## src/rtl/flash_wstat_pkg.sv

```systemverilog
package flash_wstat_pkg;

  typedef enum logic [1:0] {
    OP_NONE  = 2'd0,
    OP_PROG  = 2'd1,
    OP_ERASE = 2'd2,
    OP_RSVD  = 2'd3
  } op_e;

  typedef enum logic [1:0] {
    CL_TRUE  = 2'd0,
    CL_PROG  = 2'd1,
    CL_ERASE = 2'd2,
    CL_SUSP  = 2'd3
  } cls_e;

  localparam int BIT_POLL = 7;
  localparam int BIT_TGL  = 6;
  localparam int BIT_TMO  = 5;
  localparam int BIT_WIN  = 3;
  localparam int BIT_ETGL = 2;

  // index of each toggle inside the toggle vector
  localparam int TG_MAIN  = 0;
  localparam int TG_ERASE = 1;
  localparam int TG_N     = 2;

  function automatic cls_e classify(input op_e op, input logic susp,
                                    input logic done, input logic insec);
    cls_e c;
    c = CL_TRUE;
    if (!done) begin
      case (op)
        OP_PROG:  c = CL_PROG;
        OP_ERASE: begin
          if (!susp)      c = CL_ERASE;
          else if (insec) c = CL_SUSP;
          else            c = CL_TRUE;
        end
        default:  c = CL_TRUE;
      endcase
    end
    return c;
  endfunction

  function automatic logic main_flips(input cls_e c);
    return (c == CL_PROG) || (c == CL_ERASE);
  endfunction

  function automatic logic erase_flips(input cls_e c, input logic insec);
    return (c == CL_SUSP) || ((c == CL_ERASE) && insec);
  endfunction

  function automatic logic is_busy(input op_e op, input logic susp,
                                   input logic done);
    return !done && ((op == OP_PROG) || ((op == OP_ERASE) && !susp));
  endfunction

endpackage

```

## src/rtl/fws_edge.sv

```systemverilog
module fws_edge (
  input  logic clk,
  input  logic rst_n,
  input  logic strobe,
  output logic rise
);
  logic prev_q;

  always_ff @(posedge clk) begin
    if (!rst_n) prev_q <= 1'b0;
    else        prev_q <= strobe;
  end

  assign rise = strobe && !prev_q;
endmodule

```

## src/rtl/fws_class.sv

```systemverilog
module fws_class
  import flash_wstat_pkg::*;
(
  input  logic [1:0] op_kind,
  input  logic       susp,
  input  logic       done,
  input  logic       insec,
  output cls_e       cls,
  output logic [TG_N-1:0] flip
);
  op_e op;

  always_comb begin
    op  = op_e'(op_kind);
    cls = classify(op, susp, done, insec);
    flip = '0;
    flip[TG_MAIN]  = main_flips(cls);
    flip[TG_ERASE] = erase_flips(cls, insec);
  end
endmodule

```

## src/rtl/fws_toggle.sv

```systemverilog
module fws_toggle #(
  parameter int N = 2
) (
  input  logic         clk,
  input  logic         rst_n,
  input  logic         adv,
  input  logic [N-1:0] flip,
  output logic [N-1:0] state,
  output logic [N-1:0] nxt
);
  for (genvar g = 0; g < N; g++) begin : g_bit
    logic bit_q;
    assign nxt[g]   = bit_q ^ (adv && flip[g]);
    assign state[g] = bit_q;
    always_ff @(posedge clk) begin
      if (!rst_n) bit_q <= 1'b0;
      else        bit_q <= nxt[g];
    end
  end
endmodule

```

## src/rtl/fws_encode.sv

```systemverilog
module fws_encode
  import flash_wstat_pkg::*;
#(
  parameter int DW = 8
) (
  input  cls_e          cls,
  input  logic [DW-1:0] data,
  input  logic          fail,
  input  logic          win,
  input  logic [TG_N-1:0] tgl,
  output logic [DW-1:0] value
);
  always_comb begin
    value = '0;
    unique case (cls)
      CL_TRUE: value = data;
      CL_PROG: begin
        value[BIT_POLL] = ~data[BIT_POLL];
        value[BIT_TGL]  = tgl[TG_MAIN];
        value[BIT_TMO]  = fail;
        value[BIT_ETGL] = tgl[TG_ERASE];
      end
      CL_ERASE: begin
        value[BIT_POLL] = 1'b0;
        value[BIT_TGL]  = tgl[TG_MAIN];
        value[BIT_TMO]  = fail;
        value[BIT_WIN]  = win;
        value[BIT_ETGL] = tgl[TG_ERASE];
      end
      CL_SUSP: begin
        value[BIT_POLL] = 1'b1;
        value[BIT_TGL]  = tgl[TG_MAIN];
        value[BIT_ETGL] = tgl[TG_ERASE];
      end
    endcase
  end
endmodule

```

## src/rtl/flash_wstat.sv

```systemverilog
module flash_wstat
  import flash_wstat_pkg::*;
#(
  parameter int DW = 8
) (
  input  logic          clk,
  input  logic          rst_n,
  input  logic [1:0]    op_kind,
  input  logic          erase_susp,
  input  logic          op_done,
  input  logic          op_fail,
  input  logic          in_erase_sector,
  input  logic [DW-1:0] true_data,
  input  logic          win_closed,
  input  logic          rd_stb,
  output logic [DW-1:0] stat_q,
  output logic          stat_vld,
  output logic          rdy
);
  localparam int MIN_DW = BIT_POLL + 1;

  logic            rd_rise;
  cls_e            cls;
  logic [TG_N-1:0] tgl_flip;
  logic [TG_N-1:0] tgl_state;
  logic [TG_N-1:0] tgl_next;
  logic [DW-1:0]   stat_d;

  initial begin
    if (DW < MIN_DW) $error("flash_wstat: DW too small");
  end

  fws_edge u_edge (
    .clk(clk), .rst_n(rst_n), .strobe(rd_stb), .rise(rd_rise)
  );

  fws_class u_class (
    .op_kind(op_kind), .susp(erase_susp), .done(op_done),
    .insec(in_erase_sector), .cls(cls), .flip(tgl_flip)
  );

  fws_toggle #(.N(TG_N)) u_tgl (
    .clk(clk), .rst_n(rst_n), .adv(rd_rise), .flip(tgl_flip),
    .state(tgl_state), .nxt(tgl_next)
  );

  fws_encode #(.DW(DW)) u_enc (
    .cls(cls), .data(true_data), .fail(op_fail), .win(win_closed),
    .tgl(tgl_next), .value(stat_d)
  );

  always_ff @(posedge clk) begin
    if (!rst_n) begin
      stat_q   <= '0;
      stat_vld <= 1'b0;
    end else begin
      stat_vld <= rd_rise;
      if (rd_rise) stat_q <= stat_d;
    end
  end

  assign rdy = !is_busy(op_e'(op_kind), erase_susp, op_done);
endmodule

```

## config.mk

```make
export PLATFORM = sky130hd
export DESIGN_NAME = flash_wstat
export DESIGN_NICKNAME = d
export VERILOG_FILES = /design/src/rtl/flash_wstat_pkg.sv /design/src/rtl/fws_edge.sv /design/src/rtl/fws_class.sv /design/src/rtl/fws_toggle.sv /design/src/rtl/fws_encode.sv /design/src/rtl/flash_wstat.sv
export SDC_FILE = /design/constraint.sdc
export NUM_CORES = 1
export LEC_CHECK = 0
export ABC_AREA = 1
export BUFFER_PORTS_ARGS = -buffer_cell sky130_fd_sc_hd__buf_2
export CORE_ASPECT_RATIO = 1.4
export CORE_UTILIZATION = 30
export CTS_CLUSTER_DIAMETER = 60
export DETAILED_ROUTE_END_ITERATION = 8
export PLACE_DENSITY_LB_ADDON = 0.08
export RECOVER_POWER = 25
export SKIP_LAST_GASP = 1
export SLEW_MARGIN = 10
export SYNTH_ARGS = -nofsm -noshare
export SYNTH_HDL_FRONTEND = slang
export SYNTH_SLANG_ARGS = --single-unit
```

## constraint.sdc

```tcl
create_clock -name clk -period 1.7 [get_ports clk]
set_input_delay 0.34 -clock clk [delete_from_list [all_inputs] [get_ports clk]]
set_output_delay 0.34 -clock clk [all_outputs]
set_load 0.01 [all_outputs]
```

== Yosys cells after proc, flatten, opt, wreduce, memory -nomap -nowiden ==
Index checks and enable logic that the tools add are counted.

* Bits in registers: 12
* Bits of input ports: 18
* Output and inout port bits: 10
* Logic and storage cells: 39

* Equality and inequality tests: 5
* Mux-type cells: 10
* Bitwise operators: 3
* Reduce and logical (&&, ||, !) cells: 16

{| class="wikitable"
|+ Operators by type and width
! operator !! count
|-
| 2-bit 2-to-1 mux || 4
|-
| 2-bit case mux with 4 select lines || 1
|-
| 2-bit equality test (second input constant) || 3
|-
| 1-bit logical AND || 6
|-
| 1-bit case mux with 2 select lines || 3
|-
| 2-bit by 1-bit equality test with 1-bit output (second input constant) || 2
|-
| 1-bit zero test || 4
|-
| 2-bit case mux with 2 select lines || 1
|-
| 1-bit logical OR || 3
|-
| 3-bit OR reduction || 1
|-
| 2-bit zero test || 1
|-
| 2-bit OR reduction || 1
|-
| 1-bit XOR || 2
|-
| 1-bit 2-to-1 mux || 1
|-
| 1-bit NOT || 1
|}

== Longest topological paths before layout ==
* Depth after elaboration: 10
* Depth in mapped cells: 13

== Cells and area by module ==
A second synthesis with hierarchy kept.

* Cells, all modules: 136
* Area total of the unflattened synthesis: 853.3 µm²

{| class="wikitable"
|+ Modules (own cells, without submodules)
! module !! instances !! cells each !! area each (µm²) !! sequential area each (µm²)
|-
| flash_wstat || 1 || 60 || 399.1 || 180.2
|-
| fws_encode || 1 || 36 || 191.4 || 0.0
|-
| fws_class || 1 || 18 || 116.4 || 0.0
|-
| fws_toggle || 1 || 17 || 108.9 || 40.0
|-
| fws_edge || 1 || 5 || 37.5 || 20.0
|}

== Worst setup path before layout ==
OpenSTA, ideal clock, no wires.

* Kind: input-to-reg
* Start point: input port op_kind[0]
* End point: register stat_q[2]
* Setup time: 0.118 ns
* Arrival time: 1.622 ns
* Setup slack: -0.040 ns
* Cell stages on the path: 13
* Path buffers: 0
* Path through: inv_1 ha_1 nor2_1 nand4_1 nand2_1 inv_1 ha_1 nand2_1 nand2_1 nand2_1 nand2_1 nand3_1 a21oi_1

* Word-level cells in the longest chain between the ends: 9
* Elaborated cells between the ends (all ways): 14
* Those cells by class: 5 x eq/ne; 3 x mux; 1 x bitwise; 5 x reduce/logical

{| class="wikitable"
|+ RTL lines
! what !! RTL line !! RTL
|-
| start, declared || flash_wstat.sv:8 || <nowiki>input logic [1:0] op_kind,</nowiki>
|-
| 2-bit equality test or 2-bit by 1-bit equality test with 1-bit output (tied branches) || flash_wstat_pkg.sv:33 || <nowiki>case (op)</nowiki>
|-
| 2-bit case mux with 2 select lines (*) || flash_wstat_pkg.sv:33 ||
|-
| 2-bit 2-to-1 mux (*) || flash_wstat_pkg.sv:32 || <nowiki>if (!done) begin</nowiki>
|-
| 2-bit equality test || flash_wstat_pkg.sv:51, fws_encode.sv:15 ||
|-
| 1-bit logical AND || flash_wstat_pkg.sv:51 || <nowiki>return (c == CL_SUSP) || ((c == CL_ERASE) && insec);</nowiki>
|-
| 1-bit logical OR || flash_wstat_pkg.sv:51 ||
|-
| 1-bit logical AND || fws_toggle.sv:13 || <nowiki>assign nxt[g] = bit_q ^ (adv && flip[g]);</nowiki>
|-
| 1-bit XOR || fws_toggle.sv:13 ||
|-
| 1-bit case mux with 2 select lines (*) || fws_encode.sv:15 || <nowiki>unique case (cls)</nowiki>
|-
| end signal, assigned || flash_wstat.sv:58 || <nowiki>if (rd_rise) stat_q <= stat_d;</nowiki>
|-
| end, declared || flash_wstat.sv:16 || <nowiki>output logic [DW-1:0] stat_q,</nowiki>
|}

Mark *: on every way between the ends. The rest lies on a longest branch, timed or not.
A chain may end at the register's enable or synchronous reset.

== Worst setup path after layout ==
* Start point: input port op_kind[1]
* End point: register stat_q[6]

* Word-level cells in the longest chain between the ends: 8
* Elaborated cells between the ends (all ways): 12
* Those cells by class: 5 x eq/ne; 3 x mux; 1 x bitwise; 3 x reduce/logical

{| class="wikitable"
|+ RTL lines
! what !! RTL line !! RTL
|-
| 2-bit equality test or 2-bit by 1-bit equality test with 1-bit output (tied branches) || flash_wstat_pkg.sv:33 ||
|-
| 2-bit case mux with 2 select lines (*) || flash_wstat_pkg.sv:33 ||
|-
| 2-bit 2-to-1 mux (*) || flash_wstat_pkg.sv:32 ||
|-
| 2-bit by 1-bit equality test with 1-bit output or 2-bit equality test (tied branches) || flash_wstat_pkg.sv:47, fws_encode.sv:15 ||
|-
| 1-bit logical OR || flash_wstat_pkg.sv:47 || <nowiki>return (c == CL_PROG) || (c == CL_ERASE);</nowiki>
|-
| 1-bit logical AND || fws_toggle.sv:13 ||
|-
| 1-bit XOR || fws_toggle.sv:13 ||
|-
| 2-bit case mux with 4 select lines (*) || fws_encode.sv:15 ||
|}

Marks and branches as above.

==> impl_metrics.json <==
{
  "status": "finished clean",
  "synth_warnings": 0,
  "drt-total-wl_um": 1543,
  "synth.avg_cell_area_um2": 7.278,
  "period_share_pct": 90.73,
  "fin_crit_ns": 1.542,
  "ios": 28,
  "post_drt_wl_per_cell_um": 10.43,
  "via_per_inst": 4.824,
  "drive_gt1_share_pct": 35.71,
  "drtPass1Iterations": 4,
  "tightest_slew_ns": 0.3499,
  "p_leak_nw": 0.4606,
  "io_buffers": 27,
  "setup_tns_ns": 0,
  "fin_util_pct": 41.98,
  "overflow": 0,
  "cpMaxStageDelayCell": "ha_4",
  "dr.first_iter.drc_count": 10,
  "core_area_mm2": 0.002152,
  "clk_pin_slew_worst_paths_ns": 0.07,
  "holdBufCountCts": 0,
  "dieArea_mm2": 0.002453,
  "relSlewSlack_pct": 76.67,
  "final_net_count": 153,
  "synth_cells": 93,
  "ys_seq_elements": 12,
  "areaGrowthSynthToFinish_pct": 33.46,
  "placed_area_um2": 865.8,
  "peakVddDrop_mv": 0.2525,
  "antenna_found_initial": 0,
  "num_rows": 20,
  "start_util_pct": 31.45,
  "crit_required_ns": 1.90,
  "cts_buffers": 3,
  "worstSetupPathType": "input pin to flip-flop",
  "syn-num-nets": 118,
  "antennaDiodeCount": 0,
  "vias": 714,
  "cts_tree": "done",
  "syn_area_um2": 676.9,
  "gp_congestion": 0.7772,
  "yosysUniqueCellTypes": 17,
  "cts_buffer_depth": 2,
  "setup_viol": 0,
  "end_kind": "flip-flop",
  "clock_latency_ns": 0.27,
  "first_global_vias": 640,
  "crit_chain": "buf_2 -> ha_4 -> nor2_4 -> nand4_1 -> nand2_2 -> ha_1 -> inv_2 -> nand3b_1 -> nand2_1 -> nand3_1 -> a21oi_1",
  "rsz0062_at_grt": "no",
  "crit_path_start_kind": "input pin",
  "cts_max_level": 1,
  "final-hold-violation-count": 0,
  "grt_max_degree": 13,
  "grt_usage_pct": 13.73,
  "dp_hpwl_um": 1244,
  "final_max_slew_viol_count": 0,
  "arrival_ns": 1.75,
  "cts_root_buf": "clkbuf_4",
  "maxCapViolations": 0,
  "p_per_area_mw_per_mm2": 674.6,
  "die_w_um": 42.15,
  "ys_seq_area_share_pct": 35.49,
  "ant_nets": 0,
  "max_freq_ghz": 0.6483,
  "mostFrequentLayoutCells": "23 x buf_2, 18 x nand2_1, 12 x a21oi_1, 12 x dfxtp_1, 9 x inv_1",
  "min_path_type": "input pin to flip-flop",
  "cts.sinks": 12,
  "skew_ns": 0.0007139,
  "grt_pass1_wl_um": 2594,
  "die_h_um": 58.21,
  "crit_fanout": 3,
  "crit_family": "simple AND/OR/NAND/NOR gates",
  "post-route-drc-count": 0,
  "slowest_delay_ns": 0.24,
  "final_common_cell": "buf_2",
  "critPathBufInv": 2,
  "final_cell_area_um2": 903.4
}
stage by stage:
step	instances	setup slack (ns)	power, mW	hold slack [ns]
global route	148	0.02813	0.6491	0.3381
finish	148	0.1576	0.6094	0.3002
detailed placement	145	-0.2368	0.4430	0.4594
global placement	145	-0.2256	0.4415	0.4481
CTS	148	0.04931	0.6179	0.2955
floorplan	93	-0.006777	0.3861	0.4515
final timing paths:
path | start | slack, ns | endpoint | cells past startpoint
hold / removal | true_data[4] | 0.30 | stat_q[4]$_SDFFE_PN0P_ | 3
setup reg to reg | u_edge.prev_q$_SDFF_PN0_ | 0.57 | stat_q[2]$_SDFFE_PN0P_ | 4
hold reg to reg | stat_q[0]$_SDFFE_PN0P_ | 0.47 | stat_q[0]$_SDFFE_PN0P_ | 2
setup / recovery | op_kind[1] | 0.16 | stat_q[6]$_SDFFE_PN0P_ | 11
worst min-delay path, delay by kind of cell:
| family | cells | cell delay (ns) |
|---|---|---|
| and+or+nand+nor | 2 | 0.12 |
| buffers and inverters | 1 | 0.08 |
cells in the mapped netlist, drive strengths merged:
cell     n  area (um2)
a21oi   12       60.06
buf      1       11.26
dfxtp   12       240.2
ha       7       87.58
inv     15       56.30
nand2   20       75.07
nand3    9       55.05
nand3b   1       7.510
nand4    1       6.260
nor2     7       33.78
o211ai   1       7.510
o21ai    6       30.02
or2      1       6.260
sequential cells by signal (all words and copies together) (netlist names):
signal	cells
stat_q	8
u_tgl.g_bit.bit_q	2
stat_vld	1
u_edge.prev_q	1
cell type report:
| cell class | instances | area [um2] |
|---|---|---|
| inverters | 15 | 56.30 |
| clock buffers | 3 | 22.52 |
| fillers | 260 | 1249 |
| repair buffers | 31 | 160.2 |
| flip-flops and latches | 12 | 240.2 |
| multi-input cells | 65 | 396.6 |
| well taps | 22 | 27.53 |
where the power goes:
group          internal, mW  switching, mW
sequential            0.298        0.00820
clock                0.0819         0.0882
combinational        0.0577         0.0749
total                 0.438          0.171
timing repair:
action                     CTS  global route
resized for setup            0             4
setup endpoints to repair    0             5
setup buffers                0             0
hold endpoints to repair     0             0
per-layer routing:
layer | vias to the layer above | track usage (%) | wire length (um)
li1 | 368 | - | -
met1 | 319 | 15.53 | 627
met2 | 23 | 25.67 | 829
met3 | 4 | 0.9346 | 59
met4 | 0 | 6.696 | 27
met5 | - | 0 | 0
cells by family (layout without fill, tap and decap cells):
family	Yosys count	after routing	share of synthesized area [%]
simple gates	39	39	27.17
compound gates	19	19	14.42
buf+inv	16	49	9.981
flops	12	12	35.49
fa+ha+maj	7	7	12.94
(Power assumes the default switching activity.)
